<file path="src/rtl/flash_seq_pkg.sv">
package flash_seq_pkg;
  typedef enum logic [1:0] {OP_READ = 2'd0, OP_PROG = 2'd1, OP_ERASE = 2'd2, OP_NONE = 2'd3} op_e;
  typedef enum logic [1:0] {ST_OK = 2'd0, ST_OVF = 2'd1, ST_MISAL = 2'd2, ST_RSVD = 2'd3} stat_e;
  typedef enum logic [1:0] {ER_CHIP, ER_4K, ER_32K, ER_SECT} erase_e;
  typedef enum logic [2:0] {S_IDLE, S_DECIDE, S_WREN, S_OP, S_POLL, S_GAP} state_e;
endpackage

</file>
<file path="src/rtl/flash_req_check.sv">
module flash_req_check
  import flash_seq_pkg::*;
#(
  parameter int PAGE_BYTES       = 256,
  parameter int PAGES_PER_SECTOR = 16,
  parameter int SECTOR_COUNT     = 64,
  parameter int ADDR_W           = 24,
  parameter bit HAS_4K           = 1'b1,
  parameter bit HAS_32K          = 1'b1,
  parameter int CNT_W            = 7
) (
  input  op_e               op,
  input  logic [ADDR_W-1:0] addr,
  input  logic [ADDR_W-1:0] size,
  output stat_e             status,
  output logic              skip,
  output logic [ADDR_W-1:0] grant,
  output erase_e            ekind,
  output logic [CNT_W-1:0]  ecount
);
  localparam int XW         = ADDR_W + 1;
  localparam int PAGE_LG    = $clog2(PAGE_BYTES);
  localparam int SECT_BYTES = PAGE_BYTES * PAGES_PER_SECTOR;
  localparam int SECT_LG    = $clog2(SECT_BYTES);
  localparam logic [XW-1:0] TOTAL  = XW'(SECT_BYTES * SECTOR_COUNT);
  localparam logic [XW-1:0] PAGE_X = XW'(PAGE_BYTES);
  localparam logic [XW-1:0] SZ_4K  = XW'(4096);
  localparam logic [XW-1:0] SZ_32K = XW'(32768);

  logic [XW-1:0] a_x, s_x, end_x, room_pg, room_chip, rlen, rlen_cap;

  always_comb begin
    a_x       = {1'b0, addr};
    s_x       = {1'b0, size};
    end_x     = a_x + s_x;
    room_chip = (a_x > TOTAL) ? '0 : TOTAL - a_x;
    room_pg   = PAGE_X - XW'(addr[PAGE_LG-1:0]);
    // room_pg never exceeds a page, so this also clamps to one page
    rlen      = (s_x > room_pg) ? room_pg : s_x;
    rlen_cap  = (rlen > room_chip) ? room_chip : rlen;

    status = ST_OK;
    skip   = 1'b0;
    grant  = '0;
    ekind  = ER_SECT;
    ecount = CNT_W'(1);
    unique case (op)
      OP_READ: begin
        if (a_x > TOTAL) begin
          status = ST_OVF;
          skip   = 1'b1;
        end else begin
          grant = rlen_cap[ADDR_W-1:0];
          skip  = (rlen_cap == '0);
        end
      end
      OP_PROG: begin
        if (s_x == '0) skip = 1'b1;
        else if (s_x > PAGE_X || s_x > room_pg || end_x > TOTAL) begin
          status = ST_OVF;
          skip   = 1'b1;
        end else grant = size;
      end
      OP_ERASE: begin
        if (addr[SECT_LG-1:0] != '0) begin
          status = ST_MISAL;
          skip   = 1'b1;
        end else if (end_x > TOTAL) begin
          status = ST_OVF;
          skip   = 1'b1;
        end else if (s_x == '0) skip = 1'b1;
        else if (s_x == TOTAL) ekind = ER_CHIP;
        else if (HAS_4K && s_x == SZ_4K) ekind = ER_4K;
        else if (HAS_32K && s_x == SZ_32K) ekind = ER_32K;
        else if (size[SECT_LG-1:0] != '0) begin
          status = ST_OVF;
          skip   = 1'b1;
        end else ecount = CNT_W'(s_x >> SECT_LG);
      end
      default: begin
        status = ST_OVF;
        skip   = 1'b1;
      end
    endcase
  end
endmodule

</file>
<file path="src/rtl/flash_gap_timer.sv">
module flash_gap_timer #(
  parameter int GAP = 4
) (
  input  logic clk,
  input  logic rst,
  input  logic start,
  output logic expired
);
  localparam int CW = $clog2(GAP + 1);
  logic [CW-1:0] cnt;

  always_ff @(posedge clk) begin
    if (rst)               cnt <= '0;
    else if (start)        cnt <= CW'(GAP);
    else if (cnt != '0)    cnt <= cnt - CW'(1);
  end

  assign expired = (cnt == CW'(1));

  AST_GAP_LIMIT: assert property (@(posedge clk) disable iff (rst)
    cnt <= CW'(GAP));
  AST_GAP_COUNTS: assert property (@(posedge clk) disable iff (rst)
    (cnt > CW'(1) && !start) |=> (cnt == $past(cnt) - CW'(1)));
endmodule

</file>
<file path="src/rtl/flash_op_seq.sv">
module flash_op_seq
  import flash_seq_pkg::*;
#(
  parameter int PAGE_BYTES       = 256,
  parameter int PAGES_PER_SECTOR = 16,
  parameter int SECTOR_COUNT     = 64,
  parameter int ADDR_W           = 24,
  parameter bit HAS_4K           = 1'b1,
  parameter bit HAS_32K          = 1'b1,
  parameter int POLL_GAP         = 4,
  parameter logic [7:0] BUSY_MASK      = 8'h01,
  parameter logic [7:0] OPC_WREN       = 8'h06,
  parameter logic [7:0] OPC_RDSR       = 8'h05,
  parameter logic [7:0] OPC_READ       = 8'h03,
  parameter logic [7:0] OPC_PROG       = 8'h02,
  parameter logic [7:0] OPC_ERASE_CHIP = 8'hC7,
  parameter logic [7:0] OPC_ERASE_4K   = 8'h20,
  parameter logic [7:0] OPC_ERASE_32K  = 8'h52,
  parameter logic [7:0] OPC_ERASE_SECT = 8'hD8
) (
  input  logic              clk,
  input  logic              rst,
  input  logic              req_valid,
  output logic              req_ready,
  input  logic [1:0]        req_op,
  input  logic [ADDR_W-1:0] req_addr,
  input  logic [ADDR_W-1:0] req_size,
  output logic              cmd_valid,
  output logic [7:0]        cmd_opcode,
  output logic              cmd_addr_en,
  output logic [ADDR_W-1:0] cmd_addr,
  output logic [ADDR_W-1:0] cmd_len,
  output logic              cmd_read,
  input  logic              cmd_done,
  input  logic [7:0]        cmd_rdata,
  output logic              rsp_valid,
  output logic [1:0]        rsp_status,
  output logic [ADDR_W-1:0] rsp_len
);
  localparam int SECT_BYTES = PAGE_BYTES * PAGES_PER_SECTOR;
  localparam int PAGE_LG    = $clog2(PAGE_BYTES);
  localparam int CNT_W      = $clog2(SECTOR_COUNT + 1);
  localparam int XW         = ADDR_W + 1;

  typedef struct packed {
    logic [7:0]        opc;
    logic              aen;
    logic [ADDR_W-1:0] addr;
    logic [ADDR_W-1:0] len;
    logic              rd;
  } cmd_t;

  function automatic cmd_t mk(input logic [7:0] o, input logic ae,
                              input logic [ADDR_W-1:0] a, input logic [ADDR_W-1:0] l,
                              input logic rd);
    cmd_t c;
    c.opc = o; c.aen = ae; c.addr = a; c.len = l; c.rd = rd;
    return c;
  endfunction

  state_e            st;
  op_e               r_op;
  logic [ADDR_W-1:0] r_addr, r_size, cur_addr;
  logic [CNT_W-1:0]  left;
  logic              wren_ok;
  cmd_t              cmd_q;
  stat_e             chk_st;
  logic              chk_skip;
  logic [ADDR_W-1:0] chk_grant;
  erase_e            chk_kind;
  logic [CNT_W-1:0]  chk_cnt;
  logic [7:0]        er_opc;
  logic              busy, gap_start, gap_done;

  flash_req_check #(
    .PAGE_BYTES(PAGE_BYTES), .PAGES_PER_SECTOR(PAGES_PER_SECTOR),
    .SECTOR_COUNT(SECTOR_COUNT), .ADDR_W(ADDR_W),
    .HAS_4K(HAS_4K), .HAS_32K(HAS_32K), .CNT_W(CNT_W)
  ) u_check (
    .op(r_op), .addr(r_addr), .size(r_size),
    .status(chk_st), .skip(chk_skip), .grant(chk_grant),
    .ekind(chk_kind), .ecount(chk_cnt)
  );

  assign busy      = |(cmd_rdata & BUSY_MASK);
  assign gap_start = (st == S_POLL) && cmd_done && busy;

  flash_gap_timer #(.GAP(POLL_GAP)) u_gap (
    .clk(clk), .rst(rst), .start(gap_start), .expired(gap_done)
  );

  always_comb begin
    unique case (chk_kind)
      ER_CHIP: er_opc = OPC_ERASE_CHIP;
      ER_4K:   er_opc = OPC_ERASE_4K;
      ER_32K:  er_opc = OPC_ERASE_32K;
      default: er_opc = OPC_ERASE_SECT;
    endcase
  end

  assign req_ready   = (st == S_IDLE);
  assign cmd_opcode  = cmd_q.opc;
  assign cmd_addr_en = cmd_q.aen;
  assign cmd_addr    = cmd_q.addr;
  assign cmd_len     = cmd_q.len;
  assign cmd_read    = cmd_q.rd;

  always_ff @(posedge clk) begin
    if (rst) begin
      st         <= S_IDLE;
      r_op       <= OP_READ;
      r_addr     <= '0;
      r_size     <= '0;
      cur_addr   <= '0;
      left       <= '0;
      wren_ok    <= 1'b0;
      cmd_valid  <= 1'b0;
      cmd_q      <= '0;
      rsp_valid  <= 1'b0;
      rsp_status <= '0;
      rsp_len    <= '0;
    end else begin
      rsp_valid <= 1'b0;
      unique case (st)
        S_IDLE: if (req_valid) begin
          r_op    <= op_e'(req_op);
          r_addr  <= req_addr;
          r_size  <= req_size;
          wren_ok <= 1'b0;
          st      <= S_DECIDE;
        end
        S_DECIDE: begin
          cur_addr <= r_addr;
          left     <= chk_cnt;
          if (chk_skip) begin
            rsp_valid  <= 1'b1;
            rsp_status <= chk_st;
            rsp_len    <= (chk_st == ST_OK) ? chk_grant : '0;
            st         <= S_IDLE;
          end else if (r_op == OP_READ) begin
            cmd_valid <= 1'b1;
            cmd_q     <= mk(OPC_READ, 1'b1, r_addr, chk_grant, 1'b1);
            st        <= S_OP;
          end else begin
            cmd_valid <= 1'b1;
            cmd_q     <= mk(OPC_WREN, 1'b0, '0, '0, 1'b0);
            st        <= S_WREN;
          end
        end
        S_WREN: if (cmd_done) begin
          wren_ok <= 1'b1;
          if (r_op == OP_PROG) cmd_q <= mk(OPC_PROG, 1'b1, cur_addr, chk_grant, 1'b0);
          else cmd_q <= mk(er_opc, chk_kind != ER_CHIP,
                           (chk_kind == ER_CHIP) ? '0 : cur_addr, '0, 1'b0);
          st <= S_OP;
        end
        S_OP: if (cmd_done) begin
          if (r_op == OP_READ) begin
            cmd_valid  <= 1'b0;
            rsp_valid  <= 1'b1;
            rsp_status <= ST_OK;
            rsp_len    <= chk_grant;
            st         <= S_IDLE;
          end else if (r_op == OP_ERASE && left > CNT_W'(1)) begin
            left     <= left - CNT_W'(1);
            cur_addr <= cur_addr + ADDR_W'(SECT_BYTES);
            cmd_q    <= mk(er_opc, 1'b1, cur_addr + ADDR_W'(SECT_BYTES), '0, 1'b0);
          end else begin
            cmd_q <= mk(OPC_RDSR, 1'b0, '0, ADDR_W'(1), 1'b1);
            st    <= S_POLL;
          end
        end
        S_POLL: if (cmd_done) begin
          cmd_valid <= 1'b0;
          if (busy) st <= S_GAP;
          else begin
            rsp_valid  <= 1'b1;
            rsp_status <= ST_OK;
            rsp_len    <= chk_grant;
            st         <= S_IDLE;
          end
        end
        S_GAP: if (gap_done) begin
          cmd_valid <= 1'b1;
          cmd_q     <= mk(OPC_RDSR, 1'b0, '0, ADDR_W'(1), 1'b1);
          st        <= S_POLL;
        end
        default: st <= S_IDLE;
      endcase
    end
  end

  AST_CMD_HOLD: assert property (@(posedge clk) disable iff (rst)
    (cmd_valid && !cmd_done) |=> (cmd_valid && $stable(cmd_opcode) && $stable(cmd_addr)
                                  && $stable(cmd_len) && $stable(cmd_read)));
  AST_IDLE_QUIET: assert property (@(posedge clk) disable iff (rst)
    req_ready |-> !cmd_valid);
  AST_RSP_PULSE: assert property (@(posedge clk) disable iff (rst)
    rsp_valid |=> !rsp_valid);
  AST_WREN_FIRST: assert property (@(posedge clk) disable iff (rst)
    (cmd_valid && (cmd_opcode == OPC_PROG || cmd_opcode == OPC_ERASE_SECT ||
     cmd_opcode == OPC_ERASE_4K || cmd_opcode == OPC_ERASE_32K ||
     cmd_opcode == OPC_ERASE_CHIP)) |-> wren_ok);
  AST_POLL_IDLE: assert property (@(posedge clk) disable iff (rst)
    (rsp_valid && $past(st == S_POLL)) |-> $past(!busy));
  AST_NO_OVERFLOW: assert property (@(posedge clk) disable iff (rst)
    (cmd_valid && cmd_opcode == OPC_PROG) |->
      (XW'(cmd_addr[PAGE_LG-1:0]) + XW'(cmd_len) <= XW'(PAGE_BYTES)));
  AST_READ_IN_PAGE: assert property (@(posedge clk) disable iff (rst)
    (cmd_valid && cmd_opcode == OPC_READ) |->
      (XW'(cmd_addr[PAGE_LG-1:0]) + XW'(cmd_len) <= XW'(PAGE_BYTES)));
endmodule

</file>
<file path="config.mk">
export PLATFORM = sky130hd
export DESIGN_NAME = flash_op_seq
export DESIGN_NICKNAME = d
export VERILOG_FILES = /design/src/rtl/flash_seq_pkg.sv /design/src/rtl/flash_req_check.sv /design/src/rtl/flash_gap_timer.sv /design/src/rtl/flash_op_seq.sv
export SDC_FILE = /design/constraint.sdc
export NUM_CORES = 1
export LEC_CHECK = 0
export ABC_CLOCK_PERIOD_IN_PS = 5600
export CORE_MARGIN = 2
export CORE_UTILIZATION = 45
export CTS_CLUSTER_SIZE = 20
export DETAILED_ROUTE_END_ITERATION = 8
export GPL_ROUTABILITY_DRIVEN = 0
export PLACE_DENSITY = 0.67
export SETUP_SLACK_MARGIN = 0.4
export SLEW_MARGIN = 20
export SYNTH_ARGS = -nofsm -noshare
export SYNTH_HDL_FRONTEND = slang
export SYNTH_HIERARCHICAL = 1
export SYNTH_SLANG_ARGS = --single-unit
</file>
<file path="constraint.sdc">
create_clock -name clk -period 5.6 [get_ports clk]
set_input_delay 1.4 -clock clk [delete_from_list [all_inputs] [get_ports clk]]
set_output_delay 1.4 -clock clk [all_outputs]
set_load 0.005 [all_outputs]
</file>
==> results.json, run 1 <==
{
  "outcome": "finished with violations",
  "violations": "setup timing",
  "syn_to_final_growth_pct": 40.6,
  "p_sw_mw": 3.74,
  "ys_types": 84,
  "reg2regPathDepth": 33,
  "rows": 57,
  "clkTransAtPathRegs_ps": 80,
  "synth_area_per_cell_um2": 7.50,
  "fp.dieW_um": 161,
  "synth_cells": 1475,
  "path_max_fanout": 9,
  "timing.final.ws_setup_ps": -315,
  "hold_buffers": 0,
  "synthesis.area_mm2": 0.0111,
  "h-tree-depth": 4,
  "synth_largest_area_cell": "dfxtp_1",
  "p_leak_nw": 6.05,
  "async_flop_share_pct": 0,
  "synth_ff_type": "dfxtp_1",
  "final_max_slew_viol_count": 0,
  "synth_top_area_share_pct": 31.3,
  "grt_max_degree": 72,
  "drcViolationCount": 0,
  "cts-root-buf": "clkbuf_16",
  "cp_slowest_stage_delay_ps": 570,
  "cts_tree": "yes",
  "sw_frac_of_total_pct": 43.3,
  "grt-ovfl-total": 0,
  "crit_type": "flip-flop to flip-flop",
  "p_int_mw": 4.89,
  "p_seq_share_pct": 20.8,
  "cts_sinks": 173,
  "crit_slowest_cell": "or4_4",
  "start_util_pct": 45.6,
  "dieArea_mm2": 0.0259,
  "vias": 12000,
  "start_kind": "flip-flop",
  "fin_nets": 1837,
  "post_drt_wl_per_cell_um": 18.5,
  "end_kind": "flip-flop",
  "drtPass1Iterations": 5,
  "final_area_mm2": 0.0156,
  "wl_um": 37700,
  "ant_nets": 0,
  "setup_viol_count_final": 87,
  "pin_count": 149,
  "worst_clock_skew_ps": 14.5,
  "cp_data_arrival_time_ps": 6220,
  "yosys-top-cells-count": "nand2_1, a21oi_1, dfxtp_1, nor2_1, nand3_1",
  "maxCapViolCount": 0,
  "dp_hpwl_um": 25100,
  "rsz0062_at_grt": "yes",
  "placed_area_mm2": 0.0134,
  "antenna_cells": 0,
  "viasPerCell": 5.86,
  "ys_top_cells_by_area": "dfxtp_1, nand2_1, a21oi_1",
  "final_hold_viol_count": 0,
  "yosysMostFrequentCell": "nand2_1",
  "worst_pin_slew_ps": 1100,
  "cts_max_path_buffers": 2,
  "ys_ff_latch": 173,
  "whs_path_depth": 2,
  "fmax_mhz": 169,
  "insertion_delay_ps": 440,
  "finalCriticalPeriod_ps": 5920,
  "clkPwrFrac_pct": 14.5,
  "finalCritPeriodShare_pct": 106,
  "hold_path_class": "flip-flop to flip-flop",
  "peakVddDrop_v": 0.000270,
  "drive_gt1_share_pct": 21.4,
  "antenna_found_initial": 0,
  "synth_edf_count": 0,
  "power.share.combinational_pct": 64.7,
  "power.density_mw_per_mm2": 554,
  "drt_iter0_markers": 1112,
  "cts-buffers-inserted": 17,
  "yosysWarnings": 6,
  "grt_pass1_vias": 11000,
  "worstPathRequired_ps": 5910,
  "core_area_mm2": 0.0242,
  "synth-seq-area-share_pct": 31.3,
  "grt_pass1_wl_um": 57500,
  "dp_slack_ps": -243,
  "port_buffers": 141,
  "slew_headroom_pct": 26.1,
  "grt_usage_pct": 27.4,
  "die_height_um": 161
}
[power groups by stage]
| stage | logic (mW) | registers (mW) | clock network [mW] |
|---|---|---|---|
| floorplan | 2.52 | 1.73 | 0 |
| global placement | 3.91 | 1.77 | 0 |
| detailed placement | 3.98 | 1.78 | 0 |
| CTS | 4.65 | 1.75 | 1.26 |
| global route | 5.97 | 1.83 | 1.32 |
| finish | 5.58 | 1.79 | 1.25 |
[state kept, by name (all words and copies together) (netlist names), 2 cells and up]
signal and flops:
cmd_addr 24, cmd_len 24, cur_addr 24, r_addr 24, r_size 24, rsp_len 24
cmd_opcode 8, left 7, st 3, u_gap/cnt 3, r_op 2, rsp_status 2
[stage by stage]
step / hold WS, ps / total power, mW / cells / utilization (%) / setup TNS [ps]
6_report: 455 / 8.62 / 2041 / 64.1 / -18070
5_1_grt: 478 / 9.12 / 2041 / 64.1 / -42090
4_1_cts: 456 / 7.66 / 2021 / 60.2 / -7430
3_5_place_dp: 445 / 5.76 / 1949 / 55.3 / -12260
3_3_place_gp: 441 / 5.68 / 1949 / 55.3 / -3140
2_1_floorplan: 436 / 4.25 / 1496 / - / 0
[critical path, delay by kind of cell, from the launching register on]
family / cells / cell delay [ps]
compound gates: 12 / 1940
xor+xnor: 1 / 170
fa+ha+maj: 2 / 590
buf+inv: 7 / 980
flops: 1 / 350
simple gates: 11 / 1750
[placed cells by master, fill, tap and decap left out, drive strengths merged, types with 6 or more instances in the layout]
master         netlist  final
a211oi              25     25
a21o                26     26
a21oi              180    180
a221oi              19     19
a222oi              10     10
a31oi                7      7
and2                11     11
and3                16     16
buf                 49    139
clkbuf              51     26
clkdlybuf4s50        0    140
clkinv               0      6
conb                 2     23
dfxtp              173    173
ha                  70     70
inv                 44     52
mux2i                6      6
nand2              260    260
nand2b              45     45
nand3               76     76
nand4               16     16
nor2                98     98
nor2b               12     12
nor3                44     44
nor3b               10     10
nor4                15     15
o211ai              21     21
o21ai               53     53
o21bai               6      7
or3                 12     12
or4                  7      7
xnor2               23     23
xor2                13     13
[layer usage]
layer	vias up	part of all wire, %	wire [um]	global-route usage (%)
met5	-	0	0	0
met4	0	2.8	1080	9.62
met3	84	6.7	2550	4.78
met2	486	47	17700	43.8
met1	5679	44	16500	37.4
li1	5716	-	-	-
[worst paths after layout]
path / from / end / slack (ps)
worst min-delay path: cmd_len[4]$_SDFFE_PP0P_ / cmd_len[4]$_SDFFE_PP0P_ / 450
worst max register to register: r_addr[1]$_SDFFE_PP0P_ / cmd_addr[8]$_SDFFE_PP0P_ / -320
worst min register to register: cmd_len[4]$_SDFFE_PP0P_ / cmd_len[4]$_SDFFE_PP0P_ / 450
worst max-delay path: r_addr[1]$_SDFFE_PP0P_ / cmd_addr[8]$_SDFFE_PP0P_ / -320
[final cells by class]
cell class | instances | area, um2
Fill cell | 2027 | 8700
Multi-Input combinational cell | 1180 | 7960
Sequential cell | 173 | 3470
Timing Repair Buffer | 288 | 2930
Clock buffer | 17 | 425
Tap cell | 324 | 405
Clock inverter | 15 | 191
Inverter | 44 | 168
[logic make-up after synthesis]
logic type	after synthesis	synth area share [%]
AO/OA/AOI/OAI	395	23.1
flip-flops	173	31.3
AND/OR/NAND/NOR	647	28.2
XOR/XNOR	36	2.85
multiplexers	7	0.645
adder cells (fa/ha/maj)	71	8.10
buffers and inverters	144	5.69
other	2	0.0679
[timing repair]
action	4_1_cts	5_1_grt
pin swaps	15	46
buffers inserted	35	9
gates cloned	5	11
resized for setup	35	140
endpoints found under the setup margin	88	88
Power figures use the tool's default switching activity.
==> inputs of run 2 (changes only) <==
- CORE_MARGIN: 2 -> unset
==> run 2 against run 1 <==
The flow still finishes with violations (setup timing); worst hold slack improved by 3.3 ps; critical path type unchanged; sequential power about the same; largest cell class unchanged; largest power group unchanged; setup slack improved by 100 ps; highest routed layer unchanged.
==> results.json, run 2 (synthesized netlist as in run 1, its figures left out) <==
{
  "setup_viol_count_final": 84,
  "top_layer_used": "met4",
  "dieArea_mm2": 0.0252,
  "cpMostUsedCell": "buf_4",
  "dp.cells": 1943,
  "drive_gt1_share_pct": 18.1,
  "cts_max_path_buffers": 2,
  "drtPass1Iterations": 7,
  "clkTransAtPathRegs_ps": 80,
  "ant_nets": 0,
  "r2r-start": "r_addr[0]$_SDFFE_PP0P_",
  "core_area_mm2": 0.0242,
  "num-fill-cells": 2111,
  "start_util_pct": 45.6,
  "outcome": "finished with violations",
  "die_height_um": 159,
  "insertion_delay_ps": 460,
  "grt_usage_pct": 27.3,
  "wl_met3_um": 2300,
  "peakVddDrop_v": 0.000244,
  "cts-root-buf": "clkbuf_16",
  "final_common_cell": "nand2_1",
  "syn_to_final_growth_pct": 36.2,
  "final_hold_viol_count": 0,
  "dp_slack_ps": -194,
  "rsz0062_at_grt": "yes",
  "path_max_fanout": 8,
  "drt_iter0_markers": 1180,
  "reg2regPathDepth": 32,
  "cp_data_arrival_time_ps": 6100,
  "violations": "setup timing",
  "layout_common_cells": "nand2_1, dfxtp_1, a21oi_1",
  "rows": 57,
  "met2_length_um": 17000,
  "antenna_cells": 0,
  "holdCritStartpoint": "cmd_opcode[5]$_SDFFE_PP0P_",
  "pin_count": 149,
  "wl_um": 36600,
  "dp_hpwl_um": 24600,
  "fin_tns_setup_ps": -9770,
  "cts-buffers-inserted": 17,
  "timing.final.ws_setup_ps": -215,
  "worst_clock_skew_ps": 15.2,
  "fin_nets": 1815,
  "cp_slowest_stage_delay_ps": 570,
  "grt_pass1_vias": 10700,
  "placed_area_mm2": 0.0133,
  "port_buffers": 141,
  "crit_slowest_cell": "or4_4",
  "grt_max_degree": 101,
  "final_area_mm2": 0.0151,
  "grt-ovfl-total": 0,
  "hold_path_class": "flip-flop to flip-flop",
  "whs_path_depth": 2,
  "end_kind": "flip-flop",
  "drcViolationCount": 0,
  "antenna_found_initial": 0,
  "power.density_mw_per_mm2": 533,
  "grt_pass1_wl_um": 56100,
  "fp.dieW_um": 159,
  "finalCritPeriodShare_pct": 104,
  "worstPathRequired_ps": 5890,
  "slew_headroom_pct": 27.0,
  "viasPerCell": 5.88,
  "fmax_mhz": 172,
  "worst_pin_slew_ps": 1090,
  "m1WireLength_um": 16300,
  "crit_type": "flip-flop to flip-flop",
  "finalCriticalPeriod_ps": 5810,
  "post_drt_wl_per_cell_um": 18.1,
  "start_kind": "flip-flop",
  "vias": 11900,
  "crit_start": "r_addr[0]$_SDFFE_PP0P_",
  "cts_sinks": 173,
  "cts_tree": "yes",
  "h-tree-depth": 4,
  "finalNonFillerCells": 2019,
  "maxCapViolCount": 0,
  "p_leak_nw": 5.83,
  "final_max_slew_viol_count": 0
}
run 2: cell types whose count changed in the layout (fill, tap and decap cells not counted), sizes merged:
| cell | delta |
|---|---|
| buf | -21 |
| bufinv | -1 |
| clkinv | -1 |
| clkinvlp | +1 |
| inv | +1 |
| o21bai | -1 |
run 2: report_power, final:
group / switching (mW) / total [mW] / internal (mW)
Clock: 0.612 / 1.21 / 0.602
Sequential: 0.305 / 1.81 / 1.50
Combinational: 2.64 / 5.01 / 2.36
run 2: layout make-up:
| cell class | instances | area, um2 | area share [%] |
|---|---|---|---|
| Sequential cell | 173 | 3470 | 23.0 |
| Clock buffer | 17 | 425 | 2.82 |
| Timing Repair Buffer | 267 | 2670 | 17.7 |
| Clock inverter | 15 | 166 | 1.10 |
| Inverter | 44 | 168 | 1.11 |
| Multi-Input combinational cell | 1179 | 7760 | 51.5 |
| Tap cell | 324 | 405 | 2.69 |
run 2: path summary, 6_finish.rpt:
path,to,slack [ps]
hold reg to reg,cmd_opcode[5]$_SDFFE_PP0P_,460
setup reg to reg,cmd_len[0]$_SDFFE_PP0P_,-210
setup / recovery,cmd_len[0]$_SDFFE_PP0P_,-210
hold / removal,cmd_opcode[5]$_SDFFE_PP0P_,460
run 2: metal layers:
layer / vias to the layer above / track usage, %
li1: 5668 / -
met4: 0 / 8.69
met1: 5685 / 37.5
met5: - / 0
met2: 445 / 44.2
met3: 72 / 3.40
run 2: critical path: cells and delay by family (launching register included):
| family | cells | cell delay [ps] |
|---|---|---|
| buf+inv | 12 | 1350 |
| simple gates | 6 | 1300 |
| xor+xnor | 1 | 120 |
| fa+ha+maj | 2 | 510 |
| compound gates | 10 | 1850 |
| mux | 1 | 150 |
| flops | 1 | 350 |
run 2: per-stage QoR:
step	hold slack, ps	util, %	power, mW
2_1_floorplan	436	-	4.25
3_3_place_gp	441	55.0	5.61
3_5_place_dp	448	55.0	5.69
4_1_cts	457	59.4	7.28
5_1_grt	480	62.1	8.51
6_report	458	62.1	8.03
run 2: what timing repair did:
action                     4_1_cts  5_1_grt
buffers inserted                23        9
hold buffers                     0        0
gates cloned                     1       11
pin swaps                       23       62
gates resized for setup         53       69
setup endpoints to repair       87       88
